### src/rtl/coin_disp_pkg.sv
package coin_disp_pkg;
  typedef logic [7:0] seg_t;

  // active-low {dp,g,f,e,d,c,b,a}, dp held off
  function automatic seg_t seg_of_digit(input logic [3:0] d);
    logic [6:0] on;
    case (d)
      4'd0: on = 7'h3F;
      4'd1: on = 7'h06;
      4'd2: on = 7'h5B;
      4'd3: on = 7'h4F;
      4'd4: on = 7'h66;
      4'd5: on = 7'h6D;
      4'd6: on = 7'h7D;
      4'd7: on = 7'h07;
      4'd8: on = 7'h7F;
      4'd9: on = 7'h6F;
      default: on = 7'h00;
    endcase
    return {1'b1, ~on};
  endfunction
endpackage

### src/rtl/coin_sync.sv
module coin_sync #(
  parameter int STAGES = 2
) (
  input  logic clk_i,
  input  logic rst_ni,
  input  logic d_i,
  output logic q_o
);
  logic [STAGES-1:0] stage_q;

  for (genvar i = 0; i < STAGES; i++) begin : g_stage
    always_ff @(posedge clk_i or negedge rst_ni) begin
      if (!rst_ni) stage_q[i] <= 1'b0;
      else         stage_q[i] <= (i == 0) ? d_i : stage_q[(i == 0) ? 0 : i-1];
    end
  end

  assign q_o = stage_q[STAGES-1];
endmodule

### src/rtl/coin_edge.sv
module coin_edge (
  input  logic clk_i,
  input  logic rst_ni,
  input  logic lvl_i,
  output logic rise_o
);
  logic prev_q;

  always_ff @(posedge clk_i or negedge rst_ni) begin
    if (!rst_ni) prev_q <= 1'b0;
    else         prev_q <= lvl_i;
  end

  assign rise_o = lvl_i & ~prev_q;
endmodule

### src/rtl/coin_sat_cnt.sv
module coin_sat_cnt #(
  parameter int MAX_PRESSES = 4,
  parameter int CNT_W       = 3
) (
  input  logic             clk_i,
  input  logic             rst_ni,
  input  logic             clr_i,
  input  logic             inc_i,
  output logic [CNT_W-1:0] cnt_o
);
  localparam logic [CNT_W-1:0] MaxV = CNT_W'(MAX_PRESSES);

  logic [CNT_W-1:0] cnt_q;

  always_ff @(posedge clk_i or negedge rst_ni) begin
    if (!rst_ni)                      cnt_q <= '0;
    else if (clr_i)                   cnt_q <= '0;  // clear beats a press
    else if (inc_i && cnt_q != MaxV)  cnt_q <= cnt_q + CNT_W'(1);
  end

  assign cnt_o = cnt_q;
endmodule

### src/rtl/coin_digit_decode.sv
module coin_digit_decode
  import coin_disp_pkg::*;
#(
  parameter int STEP_CENTS = 25,
  parameter int CNT_W      = 3
) (
  input  logic [CNT_W-1:0] cnt_i,
  output seg_t             seg_hi_o,
  output seg_t             seg_lo_o
);
  int cents;
  int hi_d;
  int lo_d;

  always_comb begin
    cents = int'(cnt_i) * STEP_CENTS;
    if (cents >= 100) begin
      // dollar form: whole dollars then tenths
      hi_d = (cents / 100) % 10;
      lo_d = (cents / 10) % 10;
    end else begin
      hi_d = cents / 10;
      lo_d = cents % 10;
    end
  end

  assign seg_hi_o = seg_of_digit(4'(hi_d));
  assign seg_lo_o = seg_of_digit(4'(lo_d));
endmodule

### src/rtl/coin_total_display.sv
module coin_total_display
  import coin_disp_pkg::*;
#(
  parameter int SYNC_STAGES = 2,
  parameter int MAX_PRESSES = 4,
  parameter int STEP_CENTS  = 25
) (
  input  logic                               clk_i,
  input  logic                               rst_ni,
  input  logic                               btn_i,
  input  logic                               clr_i,
  output logic [7:0]                         seg_left_o,
  output logic [7:0]                         seg_right_o,
  output logic [$clog2(MAX_PRESSES+1)-1:0]   press_cnt_o
);
  localparam int CNT_W = $clog2(MAX_PRESSES+1);

  logic             btn_sync;
  logic             clr_sync;
  logic             press_pulse;
  logic [CNT_W-1:0] cnt;
  seg_t             seg_hi;
  seg_t             seg_lo;

  coin_sync #(.STAGES(SYNC_STAGES)) u_btn_sync (
    .clk_i(clk_i), .rst_ni(rst_ni), .d_i(btn_i), .q_o(btn_sync)
  );

  coin_sync #(.STAGES(SYNC_STAGES)) u_clr_sync (
    .clk_i(clk_i), .rst_ni(rst_ni), .d_i(clr_i), .q_o(clr_sync)
  );

  coin_edge u_edge (
    .clk_i(clk_i), .rst_ni(rst_ni), .lvl_i(btn_sync), .rise_o(press_pulse)
  );

  coin_sat_cnt #(.MAX_PRESSES(MAX_PRESSES), .CNT_W(CNT_W)) u_cnt (
    .clk_i(clk_i), .rst_ni(rst_ni), .clr_i(clr_sync),
    .inc_i(press_pulse), .cnt_o(cnt)
  );

  coin_digit_decode #(.STEP_CENTS(STEP_CENTS), .CNT_W(CNT_W)) u_dec (
    .cnt_i(cnt), .seg_hi_o(seg_hi), .seg_lo_o(seg_lo)
  );

  assign seg_left_o  = seg_hi;
  assign seg_right_o = seg_lo;
  assign press_cnt_o = cnt;
endmodule

### config.mk
export PLATFORM = sky130hd
export DESIGN_NAME = coin_total_display
export DESIGN_NICKNAME = d
export VERILOG_FILES = /design/src/rtl/coin_disp_pkg.sv /design/src/rtl/coin_sync.sv /design/src/rtl/coin_edge.sv /design/src/rtl/coin_sat_cnt.sv /design/src/rtl/coin_digit_decode.sv /design/src/rtl/coin_total_display.sv
export SDC_FILE = /design/constraint.sdc
export NUM_CORES = 1
export LEC_CHECK = 0
export ABC_AREA = 0
export BUFFER_PORTS_ARGS = -buffer_cell sky130_fd_sc_hd__clkbuf_2
export CORE_MARGIN = 5
export CORE_UTILIZATION = 40
export DETAILED_ROUTE_END_ITERATION = 10
export GPL_TIMING_DRIVEN = 0
export PLACE_DENSITY_LB_ADDON = 0.15
export SLEW_MARGIN = 0
export SYNTH_ARGS = -nofsm -noshare
export SYNTH_HDL_FRONTEND = slang
export SYNTH_SLANG_ARGS = --single-unit
### constraint.sdc
create_clock -name clk_i -period 11.45 [get_ports clk_i]
set_clock_uncertainty 0.1 [all_clocks]
set_input_delay 2.29 -clock clk_i [delete_from_list [all_inputs] [get_ports clk_i]]
set_output_delay 2.29 -clock clk_i [all_outputs]
set_load 0.01 [all_outputs]
# After elaboration in Yosys (flattened, before gate mapping)
# Memory sizes are Yosys's and may differ from the RTL's.
# Index checks and enable logic that the tools add are counted.
# totals
reg_bits,8
mem_bits_ro,224
input_bits,4
out_inout_bits,19
word_cells,27
n_memories,2
# op_classes
add_sub_neg,1
mul,1
div_mod_pow,5
order_cmp,1
eq_ne,1
mux,4
n_bitwise,4
n_reduce_logical,2
# mem_list
memory,words,word_bits,rd,rd_clocked_by_memory_dff,wr,line,text
(no name shown),16,7,1,0,0,coin_disp_pkg.sv:7,case (d)
(no name shown),16,7,1,0,0,coin_disp_pkg.sv:7,
# op_table
operator,count
$mod 32x5->32 const B,3
$div 32x5->32 const B,1
$div 32x8->32 const B,1
$ge 32x8->1 const B,1
$not 7->7,2
$mul 3x5->8 const B,1
$mux 4,2
$mux 3,2
$add 3x1->3 const B,1
$ne 3x3->1 const B,1
$reduce_bool 2->1,1
$and 1x1->1,1
$logic_and 1x1->1,1
$not 1->1,1

# Longest topological paths before layout
# An unclocked memory read counts as a cell.
# depth
word_depth,6
mapped_depth,26
ltp_nobuf,21

# Modules after synthesis
# Synthesis repeated with hierarchy kept, for this count alone.
# unflattened
hier_cells,267
area_unflattened_um2,2088.3
# modules_own_cells
module,n_inst,cells_per_inst,area_per_inst_um2,seq_area_each_um2
coin_digit_decode,1,244,1750.4,0.0
coin_sat_cnt,1,17,198.9,75.1
coin_sync,2,2,50.0,50.0
coin_edge,1,2,38.8,25.0

# Worst setup path before layout
# No wires, ideal clock.
# synth_path
kind,register -> output
start,register u_cnt.cnt_q[2] (netlist: u_cnt.cnt_o[2])
end,output port seg_left_o[4]
arrival_ps,5135
setup_slack_ps,3925
path_stages_with_launch,26
n_path_buf,4
path_cell_list,dfrtp_1 -> buf_2 -> inv_1 -> ha_1 -> ha_1 -> ha_1 -> nor2_1 -> buf_2 -> inv_2 -> buf_2 -> ha_1 -> and4_1 -> a221oi_2 -> o22ai_1 -> or3b_4 -> or2_0 -> buf_2 -> a2bb2oi_1 -> o32ai_1 -> nor3_2 -> o21a_1 -> ha_1 -> a21o_1 -> nand3_1 -> o31ai_1 -> a21oi_1
# synth_between
elab_chain_cells,6
elab_cells_between_ends,8
cone_classes,mul (1); div (3); order compare (1); mux (1); bitwise (1); memory (1)
# synth_rtl
item,line,text
start: declaration,coin_sat_cnt.sv:13,logic [CNT_W-1:0] cnt_q;
start signal: assignment,coin_sat_cnt.sv:18,else if (inc_i && cnt_q != MaxV) cnt_q <= cnt_q + CNT_W'(1);
$mul 3x5->8 (*),coin_digit_decode.sv:16,cents = int'(cnt_i) * STEP_CENTS;
$div 32x8->32,coin_digit_decode.sv:19,hi_d = (cents / 100) % 10;
$mod 32x5->32,coin_digit_decode.sv:19,
$mux 4 (*),coin_digit_decode.sv:17,if (cents >= 100) begin
$mem_v2 16x7 (*),--,
$not 7->7 (*),coin_disp_pkg.sv:20,"return {1'b1, ~on};"
end: declaration,coin_total_display.sv:12,"output logic [7:0] seg_left_o,"
# Mark *: on every way between the ends. The rest lies on a longest branch, timed or not.

# Worst setup path after layout
# Same ends and word-level chain as after synthesis.

==> results.py <==
metrics = {
    "worst_setup_path": {
        "cp_slowest_cell": "dfrtp_1",
        "worst-path-buf-inv": 7,
        "crit_fanout": 11,
        "cp.arrival_ns": 6.23,
        "critPathKind": "reg -> out",
        "slowest_delay_ns": 0.58,
        "critPathCaptureType": "output pin",
        "critPathTopFamily": "compound AO/OA/AOI/OAI gates",
        "required_ns": 9.06,
        "start_kind": "register",
        "path_common_cell": "ha_1",
    },
    "synthesis": {
        "synth_ff_type": "dfrtp_1",
        "ys_types": 63,
        "netlist.area_leader.share": 0.194,
        "synth_area_mm2": 0.00193,
        "ys_warn_count": 0,
        "synth-seq-cells": 8,
        "synth_sequential_area_ratio": 0.104,
        "synth_cells": 261,
        "async_flop_share": 1.00,
        "syn_avg_cell_area_um2": 7.40,
        "synth_area_leaders": "ha_1 19%, dfrtp_1 10%, a21oi_1 6.7%, nor2_1 3.9%, o21ai_0 3.9%",
        "synth_edf_count": 0,
        "yosys.area.top_type": "ha_1",
    },
    "timing": {
        "slew_headroom": 0.516,
        "hold_slack_ns": 0.246,
        "tns_ns": 0,
        "setup_viol": 0,
        "layout_setup_ws_ns": 2.83,
        "fin_crit_ns": 8.62,
        "rsz0062_at_grt": "no",
        "final_max_slew_viol_count": 0,
        "hold_viol": 0,
        "min_period_over_period": 0.753,
        "worst_pin_slew_ns": 0.726,
        "clock.fmax_mhz": 116,
    },
    "global_routing": {
        "met2_usage": 0.276,
        "met3_usage": 0.0102,
        "busiest_layer": "met2",
        "grt_use_total": 0.176,
        "gr-total-overflow": 0,
        "grt_antenna_before_repair": 0,
        "grt_max_degree": 15,
        "first_global_vias": 1933,
        "grt_pass1_wl_um": 9240,
        "use_met1": 0.248,
    },
    "layout": {
        "final_cell_mix": "30 x ha_1, 26 x a21oi_1, 20 x nor2_1, 20 x clkbuf_2, 16 x inv_1",
        "num_antenna_cells": 0,
        "nFillCells": 473,
        "synthToLayoutAreaGrowth_pct": 11.0,
        "nets": 321,
        "final_common_cell": "ha_1",
        "fin_area_mm2": 0.00214,
        "drive_above_1_share": 0.158,
    },
    "run_status": {
        "status": "completed",
    },
    "floorplan": {
        "io_pins": 23,
        "start_util": 0.411,
        "rows": 25,
        "die-area_mm2": 0.00632,
        "die_h_um": 79.5,
        "coreArea_mm2": 0.00469,
        "die_w_um": 79.5,
    },
    "placement": {
        "placed_area_mm2": 0.00210,
        "gp_congestion": 0.855,
        "io_buffers": 20,
        "dp_slack_ns": 3.08,
        "post-dp-hpwl_um": 4190,
    },
    "power_and_ir_drop": {
        "power.density_mw_per_mm2": 68.6,
        "p_comb_frac": 0.567,
        "irDropWorstVdd_uv": 63.3,
        "p_switching_uw": 60.0,
        "intPower_uw": 87.1,
        "swShare": 0.408,
        "power_uw": 147,
        "p_leak_nw": 0.994,
        "clock_power_share": 0.214,
        "pwr-share-seq": 0.219,
    },
    "clock_network": {
        "clk_pin_slew_ns": 0.04,
        "numCtsBuffers": 3,
        "cts_sinks": 8,
        "cts_tree": "done",
        "cts-resized-gates": 0,
        "cts_hold_buf": 0,
        "clockBufferDepth": 2,
        "clk_latency_ns": 0.22,
        "clockRootBuffer": "clkbuf_8",
        "post_cts_buffers": 0,
        "h-tree-depth": 1,
    },
    "drt": {
        "vias": 2084,
        "drtPass1Iterations": 5,
        "drc_errors": 0,
        "routedWlPerCell_um": 15.9,
        "postRouteAntennaNets": 0,
        "drt_wl_total_um": 5400,
        "drt_first_iter_violations": 360,
        "viasPerCell": 6.15,
    },
    "hold_path": {
        "hold_path.class": "reg -> reg",
    },
    "flow_run": {
        "cap_violations": 0,
    },
}
## path summary, 6_finish.rpt
check | depth (start not counted) | slack [ns] | start | endpoint
max | 26 | 2.83 | u_cnt.cnt_o[2] | seg_left_o[4]
min | 0 | 0.25 | u_btn_sync.stage_q[0] | u_btn_sync.q_o
max reg2reg | 8 | 8.24 | u_cnt.cnt_o[0] | u_cnt.cnt_o[1]
min reg2reg | 0 | 0.25 | u_btn_sync.stage_q[0] | u_btn_sync.q_o
max in group asynchronous | 1 | 9.28 | rst_ni | u_clr_sync.stage_q[0]
min in group asynchronous | 1 | 1.80 | rst_ni | u_edge.prev_q
## flip-flops by register name, indices dropped and copies added (netlist names)
signal,count
u_clr_sync.q_o,1
u_edge.prev_q,1
u_cnt.cnt_o,3
u_clr_sync.stage_q,1
u_btn_sync.q_o,1
u_btn_sync.stage_q,1
## routing by layer
| metal | vias up | part of all wire |
|---|---|---|
| met5 | - | 0 |
| met4 | 0 | 0.031 |
| met3 | 22 | 0.065 |
| met2 | 110 | 0.45 |
| met1 | 940 | 0.45 |
| li1 | 1012 | - |
## Yosys cell counts (2+ instances only)
cell,n
mux2i_1,5
a311o_1,2
nor3_1,7
a211o_1,2
a211oi_1,5
a21oi_1,26
o31ai_1,3
a22oi_1,2
ha_1,30
inv_1,16
nand3_1,7
nand2b_1,5
a31o_2,2
buf_4,3
a221oi_2,2
a21o_1,2
dfrtp_1,8
nand2_1,15
o221ai_1,2
buf_1,2
o32a_1,2
o21ai_0,15
buf_2,5
nor2b_1,5
clkbuf_1,8
o21ai_1,3
or3_1,2
o211ai_1,3
and2_1,2
o22ai_1,6
nor4_1,2
xnor2_1,5
o21ba_2,2
a31oi_1,2
xor2_1,2
and3_1,2
a2bb2oi_1,4
nor2_1,20
## per-stage QoR
| stage | std cells | util |
|---|---|---|
| after global routing | 339 | 0.457 |
| after CTS | 339 | 0.457 |
| after detailed placement | 336 | 0.448 |
| after floorplan | 262 | - |
| final | 339 | 0.457 |
| after global placement | 336 | 0.448 |
## cell type report
cell class | instances | area (um2) | area share
plain buffers | 19 | 96.3 | 0.0450
clock buffers | 3 | 41.3 | 0.0193
inverters | 17 | 63.8 | 0.0298
multi-input cells | 218 | 1570 | 0.734
flip-flops and latches | 8 | 200 | 0.0934
well taps | 54 | 67.6 | 0.0315
repair buffers | 20 | 100 | 0.0467
## power by group through the flow
stage	logic, mW	clock network (mW)	registers, mW
2_1_floorplan	0.0617	0	0.0319
3_3_place_gp	0.0833	0	0.0326
3_5_place_dp	0.0830	0	0.0326
4_1_cts	0.0832	0.0331	0.0322
5_1_grt	0.0932	0.0339	0.0326
6_report	0.0833	0.0315	0.0322
## cell families (layout without fill, tap and decap cells)
| group | Yosys count | count (layout) | share of synthesized area |
|---|---|---|---|
| AOI/OAI and AO/OA | 96 | 96 | 0.344 |
| buffers and inverters | 36 | 59 | 0.0830 |
| DFF | 8 | 8 | 0.104 |
| and+or+nand+nor | 76 | 76 | 0.203 |
| adders and majority gates | 31 | 31 | 0.200 |
| other | 1 | 2 | 0.00194 |
| xor gates and xnor gates | 7 | 7 | 0.0318 |
| muxes | 6 | 6 | 0.0331 |
## worst reg2reg max path, cell delays in order (launching register included)
cell,delay [ns]
dfrtp_1,0.69
clkbuf_1,0.48
inv_1,0.33
ha_1,0.39
buf_6,0.13
clkbuf_1,0.31
buf_1,0.44
mux2i_1,0.15
nor2_1,0.11
(Power assumes the default switching activity.)
